===== config.mk =====
export PLATFORM = sky130hd
export DESIGN_NAME = pwr_sleep_ctrl
export DESIGN_NICKNAME = d
export VERILOG_FILES = /design/src/rtl/pwr_sleep_pkg.sv /design/src/rtl/pwr_sleep_ctlreg.sv /design/src/rtl/pwr_sleep_wake.sv /design/src/rtl/pwr_sleep_seq.sv /design/src/rtl/pwr_sleep_clkgate.sv /design/src/rtl/pwr_sleep_ctrl.sv
export SDC_FILE = /design/constraint.sdc
export NUM_CORES = 1
export LEC_CHECK = 0
export ABC_AREA = 1
export BUFFER_PORTS_ARGS = -buffer_cell sky130_fd_sc_hd__buf_4
export CAP_MARGIN = 15
export CORE_MARGIN = 2
export CORE_UTILIZATION = 53
export DETAILED_ROUTE_END_ITERATION = 12
export PLACE_DENSITY = 0.85
export SLEW_MARGIN = 20
export SYNTH_ARGS = -nofsm -noshare
export SYNTH_HDL_FRONTEND = slang
export SYNTH_SLANG_ARGS = --single-unit

===== constraint.sdc =====
create_clock -name clk -period 4.3 [get_ports clk]
set_clock_uncertainty 0.15 [all_clocks]
set_input_delay 0.645 -clock clk [delete_from_list [all_inputs] [get_ports clk]]
set_output_delay 0.645 -clock clk [all_outputs]
set_load 0.05 [all_outputs]

===== src/rtl/pwr_sleep_pkg.sv =====
package pwr_sleep_pkg;

    localparam int CTL_W       = 8;
    localparam int MSEL1_BIT   = 6;
    localparam int SEN_BIT     = 5;
    localparam int MSEL0_BIT   = 4;
    localparam int HALT_CYCLES = 4;

    typedef enum logic [1:0] {
        ST_ACTIVE  = 2'd0,
        ST_SLEEP   = 2'd1,
        ST_STARTUP = 2'd2,
        ST_HALT    = 2'd3
    } pwr_state_e;

    typedef enum logic [1:0] {
        MD_IDLE    = 2'd0,
        MD_PWRDN   = 2'd1,
        MD_STANDBY = 2'd2
    } pwr_mode_e;

    typedef struct packed {
        logic cpu;
        logic flash;
        logic io;
        logic asyn;
        logic osc;
    } clk_en_t;

    typedef struct packed {
        logic       sen;
        logic [1:0] msel;
    } ctl_fields_t;

    // Two codes map onto power-down.
    function automatic pwr_mode_e decode_mode(input logic [1:0] code);
        case (code)
            2'b00:   return MD_IDLE;
            2'b10:   return MD_STANDBY;
            default: return MD_PWRDN;
        endcase
    endfunction

    function automatic clk_en_t gate_for(input pwr_state_e st, input pwr_mode_e md);
        clk_en_t e;
        e = '{cpu: 1'b1, flash: 1'b1, io: 1'b1, asyn: 1'b1, osc: 1'b1};
        case (st)
            ST_ACTIVE: ;
            ST_SLEEP: begin
                e.cpu   = 1'b0;
                e.flash = 1'b0;
                if (md != MD_IDLE) e.io  = 1'b0;
                if (md == MD_PWRDN) e.osc = 1'b0;
            end
            default: begin
                e.cpu   = 1'b0;
                e.flash = 1'b0;
            end
        endcase
        return e;
    endfunction

endpackage


===== src/rtl/pwr_sleep_ctlreg.sv =====
module pwr_sleep_ctlreg
    import pwr_sleep_pkg::*;
(
    input  logic             clk,
    input  logic             rst,
    input  logic             wr_i,
    input  logic [CTL_W-1:0] wdata_i,
    output logic [CTL_W-1:0] rdata_o,
    output ctl_fields_t      fields_o
);
    logic [CTL_W-1:0] ctl_q;

    always_ff @(posedge clk) begin
        if (rst)       ctl_q <= '0;
        else if (wr_i) ctl_q <= wdata_i;
    end

    assign rdata_o       = ctl_q;
    assign fields_o.sen  = ctl_q[SEN_BIT];
    assign fields_o.msel = {ctl_q[MSEL1_BIT], ctl_q[MSEL0_BIT]};

    // written value is visible the cycle after the write
    p_readback_r2: assert property (@(posedge clk) disable iff (rst)
        wr_i |=> rdata_o == $past(wdata_i));

endmodule


===== src/rtl/pwr_sleep_wake.sv =====
module pwr_sleep_wake
    import pwr_sleep_pkg::*;
#(
    parameter int N_IRQ = 8
) (
    input  logic             clk,
    input  logic             rst,
    input  pwr_mode_e        mode_i,
    input  logic [N_IRQ-1:0] req_i,
    input  logic [N_IRQ-1:0] en_i,
    input  logic [N_IRQ-1:0] async_i,
    input  logic             rst_req_i,
    output logic             wake_o,
    output logic             wake_rst_o
);
    logic [N_IRQ-1:0] qual;

    for (genvar i = 0; i < N_IRQ; i++) begin : g_qual
        always_comb begin
            if (mode_i == MD_PWRDN) qual[i] = req_i[i] & en_i[i] & async_i[i];
            else                    qual[i] = req_i[i] & en_i[i];
        end
    end

    assign wake_rst_o = rst_req_i;
    assign wake_o     = rst_req_i | (|qual);

    // without a reset request, power-down wake needs an enabled async request
    p_pd_async_only_r7: assert property (@(posedge clk) disable iff (rst)
        (mode_i == MD_PWRDN && wake_o && !rst_req_i) |-> |(req_i & en_i & async_i));

    // a wake without reset request always has some enabled request behind it
    p_wake_has_source_r6: assert property (@(posedge clk) disable iff (rst)
        (wake_o && !rst_req_i) |-> |(req_i & en_i));

endmodule


===== src/rtl/pwr_sleep_seq.sv =====
module pwr_sleep_seq
    import pwr_sleep_pkg::*;
#(
    parameter int STARTUP_SHORT = 6,
    parameter int STARTUP_LONG  = 256
) (
    input  logic       clk,
    input  logic       rst,
    input  logic       sleep_exec_i,
    input  logic       sen_i,
    input  pwr_mode_e  mode_sel_i,
    input  logic       wake_i,
    input  logic       rst_req_i,
    output pwr_state_e state_o,
    output pwr_mode_e  mode_o,
    output logic       release_o,
    output logic       cause_rst_o
);
    localparam int MAX_CNT = (STARTUP_LONG > STARTUP_SHORT) ?
                             ((STARTUP_LONG > HALT_CYCLES) ? STARTUP_LONG : HALT_CYCLES) :
                             ((STARTUP_SHORT > HALT_CYCLES) ? STARTUP_SHORT : HALT_CYCLES);
    localparam int CNT_W   = $clog2(MAX_CNT + 1);
    localparam logic [CNT_W-1:0] LOAD_LONG  = CNT_W'(STARTUP_LONG - 1);
    localparam logic [CNT_W-1:0] LOAD_SHORT = CNT_W'(STARTUP_SHORT - 1);
    localparam logic [CNT_W-1:0] LOAD_HALT  = CNT_W'(HALT_CYCLES - 1);

    pwr_state_e       state_q;
    pwr_mode_e        mode_q;
    logic [CNT_W-1:0] cnt_q;
    logic             release_q;
    logic             cause_q;

    always_ff @(posedge clk) begin
        if (rst) begin
            state_q   <= ST_ACTIVE;
            mode_q    <= MD_IDLE;
            cnt_q     <= '0;
            release_q <= 1'b0;
            cause_q   <= 1'b0;
        end else begin
            release_q <= 1'b0;
            case (state_q)
                ST_ACTIVE: begin
                    if (sleep_exec_i && sen_i) begin
                        state_q <= ST_SLEEP;
                        mode_q  <= mode_sel_i;
                        cause_q <= 1'b0;
                    end
                end
                ST_SLEEP: begin
                    if (wake_i) begin
                        state_q <= ST_STARTUP;
                        cnt_q   <= (mode_q == MD_PWRDN) ? LOAD_LONG : LOAD_SHORT;
                        cause_q <= rst_req_i;
                    end
                end
                ST_STARTUP: begin
                    if (rst_req_i) cause_q <= 1'b1;
                    if (cnt_q == '0) begin
                        state_q <= ST_HALT;
                        cnt_q   <= LOAD_HALT;
                    end else begin
                        cnt_q <= cnt_q - 1'b1;
                    end
                end
                ST_HALT: begin
                    if (rst_req_i) cause_q <= 1'b1;
                    if (cnt_q == '0) begin
                        state_q   <= ST_ACTIVE;
                        release_q <= 1'b1;
                    end else begin
                        cnt_q <= cnt_q - 1'b1;
                    end
                end
                default: state_q <= ST_ACTIVE;
            endcase
        end
    end

    assign state_o     = state_q;
    assign mode_o      = mode_q;
    assign release_o   = release_q;
    assign cause_rst_o = cause_q;

    // sleep instruction without enable keeps the core active
    p_no_sleep_without_enable_r3: assert property (@(posedge clk) disable iff (rst)
        (state_q == ST_ACTIVE && sleep_exec_i && !sen_i) |=> state_q == ST_ACTIVE);

    // enabled sleep instruction enters sleep
    p_sleep_entry_r4: assert property (@(posedge clk) disable iff (rst)
        (state_q == ST_ACTIVE && sleep_exec_i && sen_i) |=> state_q == ST_SLEEP);

    // wake moves to start-up; no wake keeps sleeping
    p_wake_to_startup_r6: assert property (@(posedge clk) disable iff (rst)
        (state_q == ST_SLEEP && wake_i) |=> state_q == ST_STARTUP);
    p_stay_asleep_r6: assert property (@(posedge clk) disable iff (rst)
        (state_q == ST_SLEEP && !wake_i) |=> state_q == ST_SLEEP);

    // halt follows start-up, release only right after halt
    p_startup_to_halt_r8: assert property (@(posedge clk) disable iff (rst)
        (state_q == ST_STARTUP && cnt_q == '0) |=> state_q == ST_HALT);
    p_release_after_halt_r8: assert property (@(posedge clk) disable iff (rst)
        release_o |-> (state_q == ST_ACTIVE && $past(state_q) == ST_HALT));

    // a reset request seen during wake-up always marks a restart
    p_rst_cause_sticky_r10: assert property (@(posedge clk) disable iff (rst)
        (rst_req_i && (state_q == ST_STARTUP || state_q == ST_HALT)) |=> cause_q);

endmodule


===== src/rtl/pwr_sleep_clkgate.sv =====
module pwr_sleep_clkgate
    import pwr_sleep_pkg::*;
(
    input  pwr_state_e state_i,
    input  pwr_mode_e  mode_i,
    output clk_en_t    en_o
);
    always_comb en_o = gate_for(state_i, mode_i);
endmodule


===== src/rtl/pwr_sleep_ctrl.sv =====
module pwr_sleep_ctrl
    import pwr_sleep_pkg::*;
#(
    parameter int N_IRQ         = 8,
    parameter int STARTUP_SHORT = 6,
    parameter int STARTUP_LONG  = 256
) (
    input  logic             clk,
    input  logic             rst,
    input  logic             ctl_wr_i,
    input  logic [7:0]       ctl_wdata_i,
    output logic [7:0]       ctl_rdata_o,
    input  logic             sleep_exec_i,
    input  logic [N_IRQ-1:0] irq_req_i,
    input  logic [N_IRQ-1:0] irq_en_i,
    input  logic [N_IRQ-1:0] irq_async_i,
    input  logic             rst_req_i,
    output logic             clken_cpu_o,
    output logic             clken_flash_o,
    output logic             clken_io_o,
    output logic             clken_async_o,
    output logic             osc_run_o,
    output logic [1:0]       status_o,
    output logic             release_o,
    output logic             restart_vec_o,
    output logic             irq_fwd_o
);
    ctl_fields_t fields;
    pwr_mode_e   mode_sel;
    pwr_mode_e   mode_cur;
    pwr_state_e  state;
    logic        wake;
    logic        wake_rst;
    logic        rel;
    logic        cause_rst;
    clk_en_t     en;

    pwr_sleep_ctlreg u_ctl (
        .clk      (clk),
        .rst      (rst),
        .wr_i     (ctl_wr_i),
        .wdata_i  (ctl_wdata_i),
        .rdata_o  (ctl_rdata_o),
        .fields_o (fields)
    );

    assign mode_sel = decode_mode(fields.msel);

    pwr_sleep_wake #(.N_IRQ(N_IRQ)) u_wake (
        .clk        (clk),
        .rst        (rst),
        .mode_i     (mode_cur),
        .req_i      (irq_req_i),
        .en_i       (irq_en_i),
        .async_i    (irq_async_i),
        .rst_req_i  (rst_req_i),
        .wake_o     (wake),
        .wake_rst_o (wake_rst)
    );

    pwr_sleep_seq #(
        .STARTUP_SHORT (STARTUP_SHORT),
        .STARTUP_LONG  (STARTUP_LONG)
    ) u_seq (
        .clk          (clk),
        .rst          (rst),
        .sleep_exec_i (sleep_exec_i),
        .sen_i        (fields.sen),
        .mode_sel_i   (mode_sel),
        .wake_i       (wake),
        .rst_req_i    (wake_rst),
        .state_o      (state),
        .mode_o       (mode_cur),
        .release_o    (rel),
        .cause_rst_o  (cause_rst)
    );

    pwr_sleep_clkgate u_gate (
        .state_i (state),
        .mode_i  (mode_cur),
        .en_o    (en)
    );

    assign clken_cpu_o   = en.cpu;
    assign clken_flash_o = en.flash;
    assign clken_io_o    = en.io;
    assign clken_async_o = en.asyn;
    assign osc_run_o     = en.osc;
    assign status_o      = state;
    assign release_o     = rel;
    assign restart_vec_o = rel & cause_rst;
    assign irq_fwd_o     = rel & ~cause_rst;

    // the oscillator stops only while sleeping in power-down
    p_osc_only_pd_r5: assert property (@(posedge clk) disable iff (rst)
        !osc_run_o |-> (status_o == 2'd1 && mode_cur == MD_PWRDN));

    // the asynchronous wake logic never loses its clock
    p_async_always_on_r5: assert property (@(posedge clk) disable iff (rst)
        clken_async_o);

    // CPU is clocked only when the sequencer reports Active
    p_cpu_gated_r8: assert property (@(posedge clk) disable iff (rst)
        clken_cpu_o |-> status_o == 2'd0);

    // release carries exactly one of the two resume choices
    p_one_cause_r9: assert property (@(posedge clk) disable iff (rst)
        release_o |-> (restart_vec_o ^ irq_fwd_o));

endmodule


* Word-level counts from Yosys, hierarchy flattened
Cells that the tools add are included.
Storage, ports and cells: bits in registers 23, word-level logic and storage cells 81, input port bits 37
Cells by class: add/subtract/negate cells 1, multiplexer cells 29, bitwise operators 21, equality and inequality tests 11, reduce and logical (&&, ||, !) cells 13
Operator list (count):
- $mux W9 | 3
- $pmux W9 S3 | 1
- $and A1 B1 Y1 | 18
- $mux W1 | 16
- $mux W2 | 5
- $logic_not A9 Y1 | 1
- $sub A9 B1 Y9 const B | 1
- $mux W8 | 1
- $pmux W2 S4 | 1
- $reduce_or A8 Y1 | 1
- $eq A2 B2 Y1 const B | 3
- $ne A2 B1 Y1 const B | 3
- $ne A2 B2 Y1 const B | 3
- $reduce_and A3 Y1 | 2
- $eq A2 B1 Y1 const B | 2
- $logic_not A2 Y1 | 2
- $pmux W2 S2 | 1
- $reduce_and A4 Y1 | 1
- $reduce_or A2 Y1 | 2
- $pmux W1 S3 | 1
- $reduce_bool A3 Y1 | 1
- $not A1 Y1 | 2
- $reduce_and A2 Y1 | 1
- $reduce_bool A2 Y1 | 1
- other kinds (2) | 2

* Longest topological paths before layout
depth after elaboration 7, gate-level depth with buffers 12, mapped depth without buffers 11

* Cells and area by module
Synthesis repeated with hierarchy kept, for this count alone.
Second synthesis, totals: cells, all modules 263, area, all modules 1714.1 µm²
Modules (own cells, without submodules):
- pwr_sleep_seq | area each 1102.3 µm², cells an instance 155, instances 1
- pwr_sleep_ctlreg | area each 364.1 µm², cells an instance 54, instances 1
- pwr_sleep_wake | area each 163.9 µm², cells an instance 35, instances 1
- pwr_sleep_clkgate | area each 55.1 µm², cells an instance 12, instances 1
- pwr_sleep_ctrl | area each 28.8 µm², cells an instance 7, instances 1

* Least setup slack after synthesis
No wires, ideal clock.
path kind register to output, start register u_seq.state_q[1], in the netlist u_seq.state_o[1], end output clken_io_o, slack 1941 ps, arrival time 1564 ps, required time 3505 ps, stages on the path, launching flop included 4, cells stage by stage dfxtp_1 > inv_1 > ha_1 > o21ai_0
Between the ends: word-level cells in the longest chain between the ends 2
RTL lines:
- start: declaration | line pwr_sleep_seq.sv:27 | pwr_state_e state_q;
- start signal: assignment | line pwr_sleep_seq.sv:35 | state_q <= ST_ACTIVE;
- start signal: assignment | line pwr_sleep_seq.sv:45 | state_q <= ST_SLEEP;
- start signal: assignment | line pwr_sleep_seq.sv:52 | state_q <= ST_STARTUP;
- $eq A2 B1 Y1 | line pwr_sleep_pkg.sv:47 | case (st)
- $mux W1 | line pwr_sleep_pkg.sv:47
- end: declaration | line pwr_sleep_ctrl.sv:20 | output logic clken_io_o,
Every way passes these cells.

* Worst setup path in the final report
Same ends and word-level chain as after synthesis.

==> metrics.cfg <==
[run_status]
status=complete, no violations

[sta]
report.final.hold_viol_count=0
tightestPinTransition_ps=533.0
postLayoutSetupSlackWorst_ps=2157
totalNegativeSetupSlack_ps=0
finalMaxSlewViolations=0
max_clock_freq_ghz=0.4667
maxSlewHeadroom_pct=64.09
setup_viol_count_final=0
layout_worst_path_cycle_share_pct=49.83
layout_min_cycle_time_ps=2143
setup_repair_after_global_routing_missed_its_margin=no

[power]
irDropWorstVdd_uv=357.3
power_mw=0.9988
p_leak_nw=1.019
powerDensity_nw_per_um2=525.2

[die]
die-area_um2=3229
fp.dieW_um=56.83
placeableCoreArea_um2=2710
rows=19
start_util_pct=54.57
die_y_um=56.83
floorplan.io_pins=55

[critical_path]
max_stage_delay_ps=400
critPathSlowestCell=sky130_fd_sc_hd__dfxtp_1
worst_setup_end_kind=primary output
critical_path.top_delay_family=flip-flops
timing.critical_path.to=clken_io_o
worst_r2r_endpoint=u_seq.cnt_q[0]$_SDFFE_PP0P_
rrSetupSlack_ps=2510
startpoint=u_seq.state_o[1]$_SDFFE_PP0P_
rr_startpoint=u_seq.cnt_q[0]$_SDFFE_PP0P_
crit_arrival_ps=1350
crit_type=reg -> out
cp_num_cells=4
critical_path.cell_chain=inv_1 > ha_1 > o21ai_0 > buf_4
worst-r2r-cell-count=11
critical_path_peak_fanout=4
critical_path_required_time_ps=3500
start_kind=flip-flop
crit_buf_inv=2

[clock_tree]
clock_insertion_delay_worst_skew_ps=320
tritoncts_num_sinks=23
root_buffer=sky130_fd_sc_hd__clkbuf_4
cts_made_buffers=3
clkSlewWorstSetupHoldPaths_ps=130
cts_max_path_buffers=2
cts_hold_buffers=0
post_cts.resized_instances=0
post-cts-setup-buffers=0
tritoncts=built
cts_htree_levels=1

[route]
vias_per_cell=4.785
drtIter0Drc=54
drt-pass1-iter-count=4
vias=1517
post-route-drc-count=0
average_routed_wire_per_standard_cell_um=10.20
ant_nets=0
drt_wl_total_mm=3.234

[finish]
sequential_cell_area_um2=460.4
final_net_count=329
flow.area_growth_from_synthesis_pct=28.60
multi_input_area_um2=838.3
final.fill_count=254
n_antenna_cell=0
fraction_of_final_layout_cells_with_drive_strength_greater_than_1_pct=25.87

[global_routing]
globalRouteOverflowTotal=0
grt_use_total_pct=23.07
grt_antenna_before_repair=0
largest_net_degree_at_the_start_of_global_routing=19
first_global_vias=1486
grt_pass1_wl_mm=5.934

[synthesis]
synth_largest_area_cell=sky130_fd_sc_hd__dfxtp_1
synth_top_family_by_area=simple AND/OR/NAND/NOR gates
synth_enable_flop_cells=0
postSynthCellCount=235
synth_nets=277
multiplexer_share_of_the_synthesized_area_pct=0
synth.yosys.warnings=0
synthesized_area_fraction_occupied_by_ao_oa_aoi_and_oai_cells_pct=11.51
yosysSeqAreaShare_pct=31.13
synth.lib_cells_used.distinct=30
synthXorXnorAreaFrac_pct=1.184
synthArstFlopShare_pct=0
synthTopCellsByArea=sky130_fd_sc_hd__dfxtp_1 (31%), sky130_fd_sc_hd__nand2_1 (14%), sky130_fd_sc_hd__nor2_1 (12%)
synthesis.area_per_instance_um2=6.293
ys_seq_elements=23
synth-adder-area-share_pct=4.230
synth_simple_gate_area_share_pct=39.51
synth_ff_type=sky130_fd_sc_hd__dfxtp_1
synthDominantCellAreaShare_pct=31.13
netlist_area_um2=1479

[placed_design]
globalplace.congestion=0.8531
pre_cts_ws_ps=2422
io_buffers=53
dp_hpwl_mm=2.576

[min_path]
min_path_type=reg -> reg

[job]
max_cap_viol_count=0

==> cells in the mapped netlist, types with 3 or more instances <==
cell type                  instances
sky130_fd_sc_hd__nand2_1          54
sky130_fd_sc_hd__inv_2             5
sky130_fd_sc_hd__buf_4             3
sky130_fd_sc_hd__nand4_1           5
sky130_fd_sc_hd__o21bai_2          3
sky130_fd_sc_hd__inv_1            31
sky130_fd_sc_hd__o21ai_0          15
sky130_fd_sc_hd__dfxtp_1          23
sky130_fd_sc_hd__a21oi_1           5
sky130_fd_sc_hd__nor2_1           49
sky130_fd_sc_hd__nand3_1          13
sky130_fd_sc_hd__ha_1              5
==> placed cells by master, fill, tap and decap left out, types with 2 or more instances in the layout <==
cell type and count:
sky130_fd_sc_hd__nand2_1 54, sky130_fd_sc_hd__buf_4 53, sky130_fd_sc_hd__nor2_1 49, sky130_fd_sc_hd__inv_1 31, sky130_fd_sc_hd__dfxtp_1 23, sky130_fd_sc_hd__o21ai_0 15
sky130_fd_sc_hd__nand3_1 13, sky130_fd_sc_hd__inv_2 5, sky130_fd_sc_hd__nand4_1 5, sky130_fd_sc_hd__a21oi_1 5, sky130_fd_sc_hd__ha_1 5, sky130_fd_sc_hd__o21bai_2 3
sky130_fd_sc_hd__clkbuf_4 3, sky130_fd_sc_hd__nand2_2 2, sky130_fd_sc_hd__nand3b_1 2, sky130_fd_sc_hd__o21bai_1 2, sky130_fd_sc_hd__nand2_4 2, sky130_fd_sc_hd__xor2_1 2
==> area by class of cell <==
class                           instances  area share, %
Multi-Input combinational cell        169          44.08
Sequential cell                        23          24.21
Timing Repair Buffer                   53          20.92
Inverter                               37          7.303
Tap cell                               31          2.039
Clock buffer                            3          1.184
Clock inverter                          1         0.2632
==> metal layers <==
layer / vias to the layer above / global-route usage [%] / wire [µm]
met4: 0 / 8.638 / 42
met5: - / 0 / 0
met2: 39 / 41.53 / 1473
met3: 4 / 4.839 / 194
li1: 829 / - / -
met1: 645 / 26.52 / 1524
==> through the flow <==
| step | hold WS [ps] | cells | util (%) | cell area [µm²] |
|---|---|---|---|---|
| CTS | 337.5 | 317 | 70.18 | 1902 |
| finish | 336.9 | 317 | 70.18 | 1902 |
| global route | 353.2 | 317 | 70.18 | 1902 |
| detailed placement | 313.8 | 313 | 69.16 | 1874 |
| global placement | 313.2 | 313 | 69.16 | 1874 |
| floorplan | 287.9 | 235 | - | 1479 |
==> how the worst min path moves through the flow <==
stage,start,depth (start not counted),slack [ps],endpoint
final,u_seq.cnt_q[1]$_SDFFE_PP0P_,2,340,u_seq.cnt_q[1]$_SDFFE_PP0P_
after global routing,rst,2,350,u_seq.cnt_q[1]$_SDFFE_PP0P_
after floorplan,u_seq.cnt_q[1]$_SDFFE_PP0P_,2,290,u_seq.cnt_q[1]$_SDFFE_PP0P_
after global placement,u_ctl.rdata_o[6]$_SDFFE_PP0P_,2,310,u_seq.mode_o[1]$_SDFFE_PP0P_
after detailed placement,u_seq.cnt_q[1]$_SDFFE_PP0P_,2,310,u_seq.cnt_q[1]$_SDFFE_PP0P_
after CTS,u_seq.cnt_q[1]$_SDFFE_PP0P_,2,340,u_seq.cnt_q[1]$_SDFFE_PP0P_
==> flip-flops by register name, summed over array words and instances, names as in the netlist <==
register	cells
u_seq.release_o	1
u_seq.mode_o	2
u_seq.cnt_q	9
u_seq.state_o	2
u_seq.cause_rst_o	1
u_ctl.rdata_o	8
==> tightest hold or removal path: cells and delay by family (launching register included) <==
family	cells	cell delay [ps]
and+or+nand+nor	1	70
AOI/OAI and AO/OA	1	40
DFF	1	350
==> logic make-up after synthesis <==
kind of cell,count (synthesis)
AO/OA/AOI/OAI,28
XOR/XNOR,2
adder cells (fa/ha/maj),5
buffers and inverters,43
flip-flops,23
other,1
AND/OR/NAND/NOR,133
==> power by group <==
part           internal (mW)  switching, mW
clock network         0.0349         0.0673
registers              0.258         0.0386
logic                  0.210          0.390
total                  0.503          0.496
Note: power is estimated with default switching activity, not from simulation.
